<file path="config.mk">
export PLATFORM = sky130hd
export DESIGN_NAME = ra_fwd_cache
export DESIGN_NICKNAME = d
export VERILOG_FILES = /design/src/rtl/ra_fwd_pkg.sv /design/src/rtl/ra_fwd_ctrl.sv /design/src/rtl/ra_fwd_dpath.sv /design/src/rtl/ra_fwd_cache.sv
export SDC_FILE = /design/constraint.sdc
export NUM_CORES = 1
export LEC_CHECK = 0
export ABC_AREA = 1
export BUFFER_PORTS_ARGS = -buffer_cell sky130_fd_sc_hd__buf_2
export CORE_MARGIN = 8
export CORE_UTILIZATION = 28
export CTS_CLUSTER_DIAMETER = 80
export DETAILED_ROUTE_END_ITERATION = 6
export MAX_ROUTING_LAYER = met4
export PLACE_DENSITY = 0.42
export SETUP_SLACK_MARGIN = 0.5
export SLEW_MARGIN = 40
export SYNTH_ARGS = -nofsm -noshare
export SYNTH_HDL_FRONTEND = slang
export SYNTH_SLANG_ARGS = --single-unit
</file>
<file path="constraint.sdc">
create_clock -name clk -period 6.8 [get_ports clk]
set_input_delay 0.34 -clock clk [delete_from_list [all_inputs] [get_ports clk]]
set_output_delay 0.34 -clock clk [all_outputs]
set_load 0.03 [all_outputs]
</file>
<file path="src/rtl/ra_fwd_pkg.sv">
package ra_fwd_pkg;

  typedef enum logic [1:0] {
    SRC_NONE   = 2'd0,
    SRC_SBUF   = 2'd1,
    SRC_RAC    = 2'd2,
    SRC_DCACHE = 2'd3
  } srcE;

  typedef struct packed {
    logic wr;      // record the store this cycle
    logic flush;   // empty every entry
    logic lookup;  // this cache may supply the load
    logic load;    // capture a load response
  } strobeT;

endpackage

</file>
<file path="src/rtl/ra_fwd_ctrl.sv">
module ra_fwd_ctrl
  import ra_fwd_pkg::*;
(
  input  logic   clk,
  input  logic   rstN,
  input  logic   runaheadExit,
  input  logic   stWrEn,
  input  logic   stAddrValid,
  input  logic   ldReq,
  output strobeT strb,
  output logic   respValid
);

  always_comb begin
    strb.flush  = runaheadExit;
    strb.wr     = stWrEn && stAddrValid && !runaheadExit;
    strb.load   = ldReq;
    strb.lookup = ldReq && !runaheadExit;
  end

  always_ff @(posedge clk) begin
    if (!rstN) respValid <= 1'b0;
    else       respValid <= ldReq;
  end

  // response strobe follows the request by exactly one cycle
  a_r2_resp_follows_req: assert property (@(posedge clk) disable iff (!rstN)
    ldReq |=> respValid);
  a_r2_no_spurious_resp: assert property (@(posedge clk) disable iff (!rstN)
    !ldReq |=> !respValid);

endmodule

</file>
<file path="src/rtl/ra_fwd_dpath.sv">
module ra_fwd_dpath
  import ra_fwd_pkg::*;
#(
  parameter int ADDR_W  = 16,
  parameter int DATA_W  = 32,
  parameter int ENTRIES = 16
) (
  input  logic              clk,
  input  logic              rstN,
  input  strobeT            strb,
  input  logic [ADDR_W-1:0] stAddr,
  input  logic [DATA_W-1:0] stData,
  input  logic              stInv,
  input  logic [ADDR_W-1:0] ldAddr,
  input  logic              sbHit,
  input  logic [DATA_W-1:0] sbData,
  input  logic              sbInv,
  input  logic              dcHit,
  input  logic [DATA_W-1:0] dcData,
  output logic [DATA_W-1:0] respData,
  output logic              respInv,
  output srcE               respSrc
);

  localparam int IDX_W = $clog2(ENTRIES);
  localparam int TAG_W = ADDR_W - IDX_W;

  logic [ENTRIES-1:0] validVec;
  logic [TAG_W-1:0]   tagArr  [ENTRIES];
  logic [DATA_W-1:0]  dataArr [ENTRIES];
  logic [ENTRIES-1:0] invArr;

  logic [IDX_W-1:0] wrIdx, rdIdx;
  logic [TAG_W-1:0] wrTag, rdTag;

  assign wrIdx = stAddr[IDX_W-1:0];
  assign wrTag = stAddr[ADDR_W-1:IDX_W];
  assign rdIdx = ldAddr[IDX_W-1:0];
  assign rdTag = ldAddr[ADDR_W-1:IDX_W];

  // per-entry storage
  for (genvar gi = 0; gi < ENTRIES; gi++) begin : g_entry
    logic entrySel;
    assign entrySel = strb.wr && (wrIdx == IDX_W'(gi));

    always_ff @(posedge clk) begin
      if (!rstN)           validVec[gi] <= 1'b0;
      else if (strb.flush) validVec[gi] <= 1'b0;
      else if (entrySel)   validVec[gi] <= 1'b1;
    end

    always_ff @(posedge clk) begin
      if (entrySel) begin
        tagArr[gi]  <= wrTag;
        dataArr[gi] <= stData;
        invArr[gi]  <= stInv;
      end
    end
  end

  // lookup with same-cycle write bypass
  logic              cacheHit, bypassHit, racHit, racInv;
  logic [DATA_W-1:0] racData;

  always_comb begin
    cacheHit  = strb.lookup && validVec[rdIdx] && (tagArr[rdIdx] == rdTag);
    bypassHit = strb.lookup && strb.wr && (stAddr == ldAddr);
    racHit    = cacheHit || bypassHit;
    racData   = bypassHit ? stData : dataArr[rdIdx];
    racInv    = bypassHit ? stInv  : invArr[rdIdx];
  end

  // priority combiner
  logic [DATA_W-1:0] nxtData;
  logic              nxtInv;
  srcE               nxtSrc;

  always_comb begin
    if (sbHit) begin
      nxtData = sbData;  nxtInv = sbInv;  nxtSrc = SRC_SBUF;
    end else if (racHit) begin
      nxtData = racData; nxtInv = racInv; nxtSrc = SRC_RAC;
    end else if (dcHit) begin
      nxtData = dcData;  nxtInv = 1'b0;   nxtSrc = SRC_DCACHE;
    end else begin
      nxtData = '0;      nxtInv = 1'b1;   nxtSrc = SRC_NONE;
    end
  end

  always_ff @(posedge clk) begin
    if (!rstN) begin
      respData <= '0;
      respInv  <= 1'b1;
      respSrc  <= SRC_NONE;
    end else if (strb.load) begin
      respData <= nxtData;
      respInv  <= nxtInv;
      respSrc  <= nxtSrc;
    end
  end

  // a flush leaves no entry valid
  a_r9_flush_empties: assert property (@(posedge clk) disable iff (!rstN)
    strb.flush |=> (validVec == '0));
  // without a recorded store or flush the valid set does not move
  a_r4_no_write_stable: assert property (@(posedge clk) disable iff (!rstN)
    (!strb.wr && !strb.flush) |=> $stable(validVec));
  // a store buffer hit always supplies the load
  a_r7_sbuf_first: assert property (@(posedge clk) disable iff (!rstN)
    (strb.load && sbHit) |=> (respSrc == SRC_SBUF));
  // data cache data is reported unpoisoned
  a_r7_dcache_clean: assert property (@(posedge clk) disable iff (!rstN)
    (respSrc == SRC_DCACHE) |-> !respInv);
  // no supplier means zero data, poisoned
  a_r8_none_poisoned: assert property (@(posedge clk) disable iff (!rstN)
    (respSrc == SRC_NONE) |-> (respInv && respData == '0));
  // a load in a flush cycle never takes cache data
  a_r11_flush_no_hit: assert property (@(posedge clk) disable iff (!rstN)
    (strb.load && strb.flush && !sbHit) |=> (respSrc != SRC_RAC));

endmodule

</file>
<file path="src/rtl/ra_fwd_cache.sv">
module ra_fwd_cache
  import ra_fwd_pkg::*;
#(
  parameter int ADDR_W  = 16,
  parameter int DATA_W  = 32,
  parameter int ENTRIES = 16
) (
  input  logic              clk,
  input  logic              rstN,
  input  logic              runaheadExit,
  input  logic              stWrEn,
  input  logic              stAddrValid,
  input  logic [ADDR_W-1:0] stAddr,
  input  logic [DATA_W-1:0] stData,
  input  logic              stInv,
  input  logic              ldReq,
  input  logic [ADDR_W-1:0] ldAddr,
  input  logic              sbHit,
  input  logic [DATA_W-1:0] sbData,
  input  logic              sbInv,
  input  logic              dcHit,
  input  logic [DATA_W-1:0] dcData,
  output logic              ldRespValid,
  output logic [DATA_W-1:0] ldRespData,
  output logic              ldRespInv,
  output logic [1:0]        ldRespSrc
);

  strobeT strb;
  srcE    respSrc;

  ra_fwd_ctrl u_ctrl (
    .clk          (clk),
    .rstN         (rstN),
    .runaheadExit (runaheadExit),
    .stWrEn       (stWrEn),
    .stAddrValid  (stAddrValid),
    .ldReq        (ldReq),
    .strb         (strb),
    .respValid    (ldRespValid)
  );

  ra_fwd_dpath #(
    .ADDR_W  (ADDR_W),
    .DATA_W  (DATA_W),
    .ENTRIES (ENTRIES)
  ) u_dpath (
    .clk      (clk),
    .rstN     (rstN),
    .strb     (strb),
    .stAddr   (stAddr),
    .stData   (stData),
    .stInv    (stInv),
    .ldAddr   (ldAddr),
    .sbHit    (sbHit),
    .sbData   (sbData),
    .sbInv    (sbInv),
    .dcHit    (dcHit),
    .dcData   (dcData),
    .respData (ldRespData),
    .respInv  (ldRespInv),
    .respSrc  (respSrc)
  );

  assign ldRespSrc = respSrc;

endmodule

</file>
[Word level (Yosys, flattened, before mapping)]
Memory sizes are Yosys's and may differ from the RTL's.
Index checks and enable logic that the tools add are counted.
Word-level totals
  register bits after elaboration: 68
  memories kept: 2
  bits in writable memories: 704
  bits of input ports: 138
  logic and storage cells: 251
  output and inout port bits: 36
Memory list
  u_dpath.dataArr: depth 16, width 32, rd ports 1, clocked after memory_dff 0, wr ports 1, line ra_fwd_dpath.sv:30  | logic [DATA_W-1:0] dataArr [ENTRIES];
  u_dpath.tagArr: depth 16, width 12, rd ports 1, clocked after memory_dff 0, wr ports 1, line ra_fwd_dpath.sv:29  | logic [TAG_W-1:0] tagArr [ENTRIES];
Cells by class
  reductions and logical operators: 57
  mux-type cells: 137
  eq/ne operators: 17
  bitwise gates (word level): 1
  order comparisons: 1
Operator list (number)
  32-bit 2-to-1 mux: 19
  32-bit OR reduction: 15
  12-bit 2-to-1 mux: 15
  12-bit OR reduction: 15
  4-bit 2-to-1 mux: 30
  1-bit 2-to-1 mux: 68
  4-bit == test, second input constant: 8
  1-bit logical AND: 23
  16-bit == test: 1
  4-bit by 3-bit == test with 1-bit output, second input constant: 4
  12-bit == test: 1
  1-bit binary-select mux with 4-bit select: 2
  4-bit by 2-bit == test with 1-bit output, second input constant: 2
  2-bit 2-to-1 mux: 3
  4-bit by 5-bit less-than comparator with 1-bit output, second input constant: 1
  4-bit by 1-bit == test with 1-bit output, second input constant: 1
  4-bit zero test: 1
  2-bit OR reduction: 1
  1-bit zero test: 1
  1-bit logical OR: 1
  1-bit inverter: 1

[Logic depth before layout (Yosys ltp)]
  depth after elaboration: 21
  depth in mapped cells: 21
  mapped depth without buffers: 18

[Hierarchy]
Synthesis repeated with hierarchy kept, for this count alone.
Unflattened totals
  cells, all modules: 2800
  area total of the unflattened synthesis: 32064.5 um^2
Modules (own cells, without submodules)
  ra_fwd_dpath: times used 1, area an instance 32004.4 um^2, cells each 2791, seq. area each 22641.7 um^2
  ra_fwd_ctrl: times used 1, area an instance 60.1 um^2, cells each 9, seq. area each 20.0 um^2

[Worst setup path after synthesis]
No wires, ideal clock.
  path kind: input to register
  start point: input runaheadExit
  end point: memory u_dpath.dataArr[0][0] (enable)
  setup slack: 3.706 ns
  stages: 5
  path buffers: 0
  arrival time: 2.645 ns
  path through: inv_1 -> nand3_1 -> inv_1 -> nand3_1 -> nor2_1
RTL lines
  start, declared: line ra_fwd_cache.sv:10  | input logic runaheadExit,
  1-bit zero test: line ra_fwd_ctrl.sv:16  | strb.wr = stWrEn && stAddrValid && !runaheadExit;
  1-bit logical AND: line ra_fwd_ctrl.sv:16
  1-bit logical AND: line ra_fwd_dpath.sv:44  | assign entrySel = strb.wr && (wrIdx == IDX_W'(gi));
  via u_dpath.g_entry[0].entrySel: line ra_fwd_dpath.sv:43  | logic entrySel;
  1-bit 2-to-1 mux: line ra_fwd_dpath.sv:53  | if (entrySel) begin
  1-bit 2-to-1 mux (not written as such): line ra_fwd_dpath.sv:55  | dataArr[gi] <= stData;
  1-bit 2-to-1 mux (no line) (15 in series)
  end, declared: line ra_fwd_dpath.sv:30
The timed path passes the listed nets, and every way through them passes these cells.

[Final worst setup path]
  start point: input ldAddr[0]
  end point: register u_dpath.respData[11]
Between the ends
  cells in the longest elaborated chain, start to end: 7
Ends and longest elaborated chain
  start, declared: line ra_fwd_cache.sv:17  | input logic [ADDR_W-1:0] ldAddr,
  branches (longest 5 deep; another with memory read 16 x 12 bit)
  32-bit 2-to-1 mux *: line ra_fwd_dpath.sv:81  | end else if (racHit) begin
  32-bit 2-to-1 mux *: line ra_fwd_dpath.sv:79  | if (sbHit) begin
  end signal, assigned: line ra_fwd_dpath.sv:96  | respData <= nxtData;
  end, declared: line ra_fwd_dpath.sv:20  | output logic [DATA_W-1:0] respData,
Mark *: on every way between the ends. The select of a mux whose other input is x is not followed.
A chain may end at the register's enable or synchronous reset.

==> results.json <==
{
  "status": "complete, no violations",
  "drv_slew": 0,
  "cts_tree": "done",
  "num_rows": 124,
  "syn_area_um2": 32000,
  "cts-buffers-inserted": 83,
  "synth_top_area_share_pct": 67.6,
  "p_per_area_nw_per_um2": 276,
  "crit_path_end_kind": "flop",
  "grt_max_degree": 154,
  "fin_crit_sh_pct": 52.4,
  "wirelength_mm": 104,
  "max_freq_ghz": 0.281,
  "syn_area_per_cell_um2": 11.5,
  "critical-path-top-delay-family": "simple AND/OR/NAND/NOR gates",
  "layout-drive-gt1-share_pct": 12.4,
  "drt_first_pass_iters": 5,
  "synth_compound_area_share_pct": 9.35,
  "cp_max_fo": 153,
  "synth_fa_ha_area_share_pct": 0,
  "yosys.area.top_type": "edfxtp_1",
  "fp.dieH_um": 354,
  "ys_seq_area_share_pct": 70.8,
  "synth.area.mux_share_pct": 0,
  "drv_cap": 0,
  "gr-total-overflow": 0,
  "cp.arrival_ns": 4.12,
  "cts_root_buffer": "clkbuf_16",
  "cp_slowest_stage_delay_ns": 0.62,
  "crit_path_frequent_cell": "nand2_1",
  "synth_edf_count": 720,
  "coreArea_um2": 114000,
  "yosysMostFrequentCell": "edfxtp_1",
  "grt_use_total_pct": 16.4,
  "path_class": "input port to flop",
  "synth.distinct_cells": 30,
  "hold_viol": 0,
  "critical_path.startpoint": "ldAddr[0]",
  "synth_commonest_cells": "edfxtp_1, nand2_1, nor2_1",
  "rr_startpoint": "u_dpath.tagArr[0][6]$_DFFE_PP_",
  "worstMarginPinSlew_ns": 0.831,
  "syn_inst": 2793,
  "ys_ff_latch": 772,
  "cp_num_buf_inv": 4,
  "io_pins": 174,
  "n_fill_cell": 11500,
  "ys_async_sr_fraction_pct": 0,
  "cts.sinks": 772,
  "seq_area_um2": 22700,
  "syn_nets": 2931,
  "place.gp.congestion": 0.794,
  "hp-class": "input port to flop",
  "die_area_um2": 125000,
  "crit_required_ns": 7.36,
  "relSlewSlack_pct": 44.6,
  "path_cells": "buf_8 > inv_12 > buf_4 > nand2_1 > nand2_1 > nand2_1 > nand3_1 > nand3_1 > nand3_1 > nand2_1 > nor2_1 > nand2_1 > nor2_1 > nand2_2 > buf_4 > nand2_4 > nand2_1 > nand3_1 > nand2_1 > a21oi_1",
  "numPortBuffers": 173,
  "die_x_um": 354,
  "dr_total_vias": 22100,
  "holdCritStartpoint": "rstN",
  "yosysWarningCount": 0,
  "drtAntennaViolNets": 0,
  "dp_hpwl_mm": 56.4,
  "ys_top_cells_by_area": "edfxtp_1, nand2_1, nor2_1",
  "cts_htree_levels": 3,
  "setup_slack_ns": 3.24,
  "p_leak_nw": 13.0,
  "path_clk_slew_ns": 0.07,
  "multi_input_area_um2": 8130,
  "min_period_ns": 3.56,
  "wl_per_cell_um": 23.1,
  "grt_first_pass_wirelength_mm": 151,
  "initial_utilization_pct": 28.1,
  "drc": 0,
  "grt_pass1_vias": 22200,
  "dp_slack_ns": 2.55,
  "cpMaxStageDelayCell": "inv_12",
  "tns_ns": 0,
  "nets": 3052,
  "synth_top_family_by_area": "simple AND/OR/NAND/NOR gates",
  "ys.flop_type": "edfxtp_1",
  "rsz0062_at_grt": "no",
  "finClkSkew_ns": 0.0207,
  "cp-start-kind": "input port",
  "routed_via_density": 4.93,
  "drt_iter0_drc": 1570,
  "synth-simple-area-share_pct": 15.4,
  "synth_xor_area_share_pct": 0.192,
  "clock_latency_ns": 0.64,
  "irDropWorstVdd_uv": 199,
  "syn_to_final_growth_pct": 16.5,
  "clock_path_buffers": 3,
  "setup_viol": 0,
  "antenna_found_initial": 10
}
## registers in the layout, indices dropped and copies added, names as in the netlist
register,cells
u_dpath.respData,32
u_dpath.respSrc,2
u_ctrl.respValid,1
u_dpath.dataArr,512
u_dpath.validVec,16
u_dpath.invArr,16
u_dpath.tagArr,192
u_dpath.respInv,1
## through the flow
step | instances | hold WS, ns | area (um2) | util [%] | total power, mW
global route | 4496 | 0.0473 | 37300 | 32.7 | 10.7
detailed placement | 4337 | 0.458 | 34600 | 30.4 | 6.05
global placement | 4326 | 0.450 | 34300 | 30.1 | 6.04
CTS | 4491 | 0.0174 | 37200 | 32.7 | 10.4
floorplan | 2793 | 0.439 | 32000 | - | 5.74
finish | 4496 | 0.0524 | 37300 | 32.7 | 10.3
## cell usage in the layout (no fill, tap or decap), types with 22 or more instances in the layout
cell,netlist,layout
a21oi_1,34,34
o211ai_1,33,33
clkbuf_16,0,85
nand4_1,37,37
o221ai_1,111,111
o21ai_1,22,22
o21ai_0,272,272
buf_4,10,29
buf_2,44,170
edfxtp_1,720,720
nor2_1,446,429
nand3_1,211,211
dfxtp_1,52,52
inv_1,117,115
nand2_1,498,498
## worst paths after layout
path | endpoint | slack, ns | depth (start not counted)
setup / recovery | u_dpath.respData[11]$_SDFFE_PN0P_ | 3.24 | 20
hold / removal | u_ctrl.respValid$_SDFF_PN0_ | 0.05 | 3
setup reg to reg | u_dpath.respData[11]$_SDFFE_PN0P_ | 3.86 | 18
hold reg to reg | u_dpath.respData[29]$_SDFFE_PN0P_ | 0.46 | 2
## repair_timing
item	in CTS	in global routing
gates resized for setup	0	0
hold buffers	3	0
buffers inserted	0	0
endpoints found under the hold margin	2	0
## cells by family (layout without fill, tap and decap cells)
group | Yosys count | after routing
other | 0 | 4
AND/OR/NAND/NOR | 1209 | 1209
AO/OA/AOI/OAI | 493 | 493
XOR/XNOR | 7 | 7
flip-flops | 772 | 772
buffers and inverters | 312 | 499
## metal layers
metal	up-vias	share of wire, %	global-route usage [%]
met5	-	0	-
met4	0	2.7	4.73
met3	147	4.4	2.22
met2	542	52	28.6
met1	11200	41	19.9
li1	10200	-	-
## layout make-up
type | count | area share [%]
Tap cell | 1512 | 5.07
Multi-Input combinational cell | 1709 | 21.8
Sequential cell | 772 | 60.8
Clock buffer | 100 | 5.88
Clock inverter | 51 | 1.03
Inverter | 123 | 1.33
Timing Repair Buffer | 225 | 4.05
Antenna cell | 4 | 0.0268
## power breakdown
part	switching (mW)	internal (mW)
clock	1.90	2.43
sequential	0.0140	5.23
combinational	0.510	0.187
total	2.43	7.85
## worst min-delay path, stage by stage
cell,delay [ns]
buf_2,0.17
nand2_1,0.10
inv_1,0.04
No activity file was read; power rests on OpenSTA's default activity.
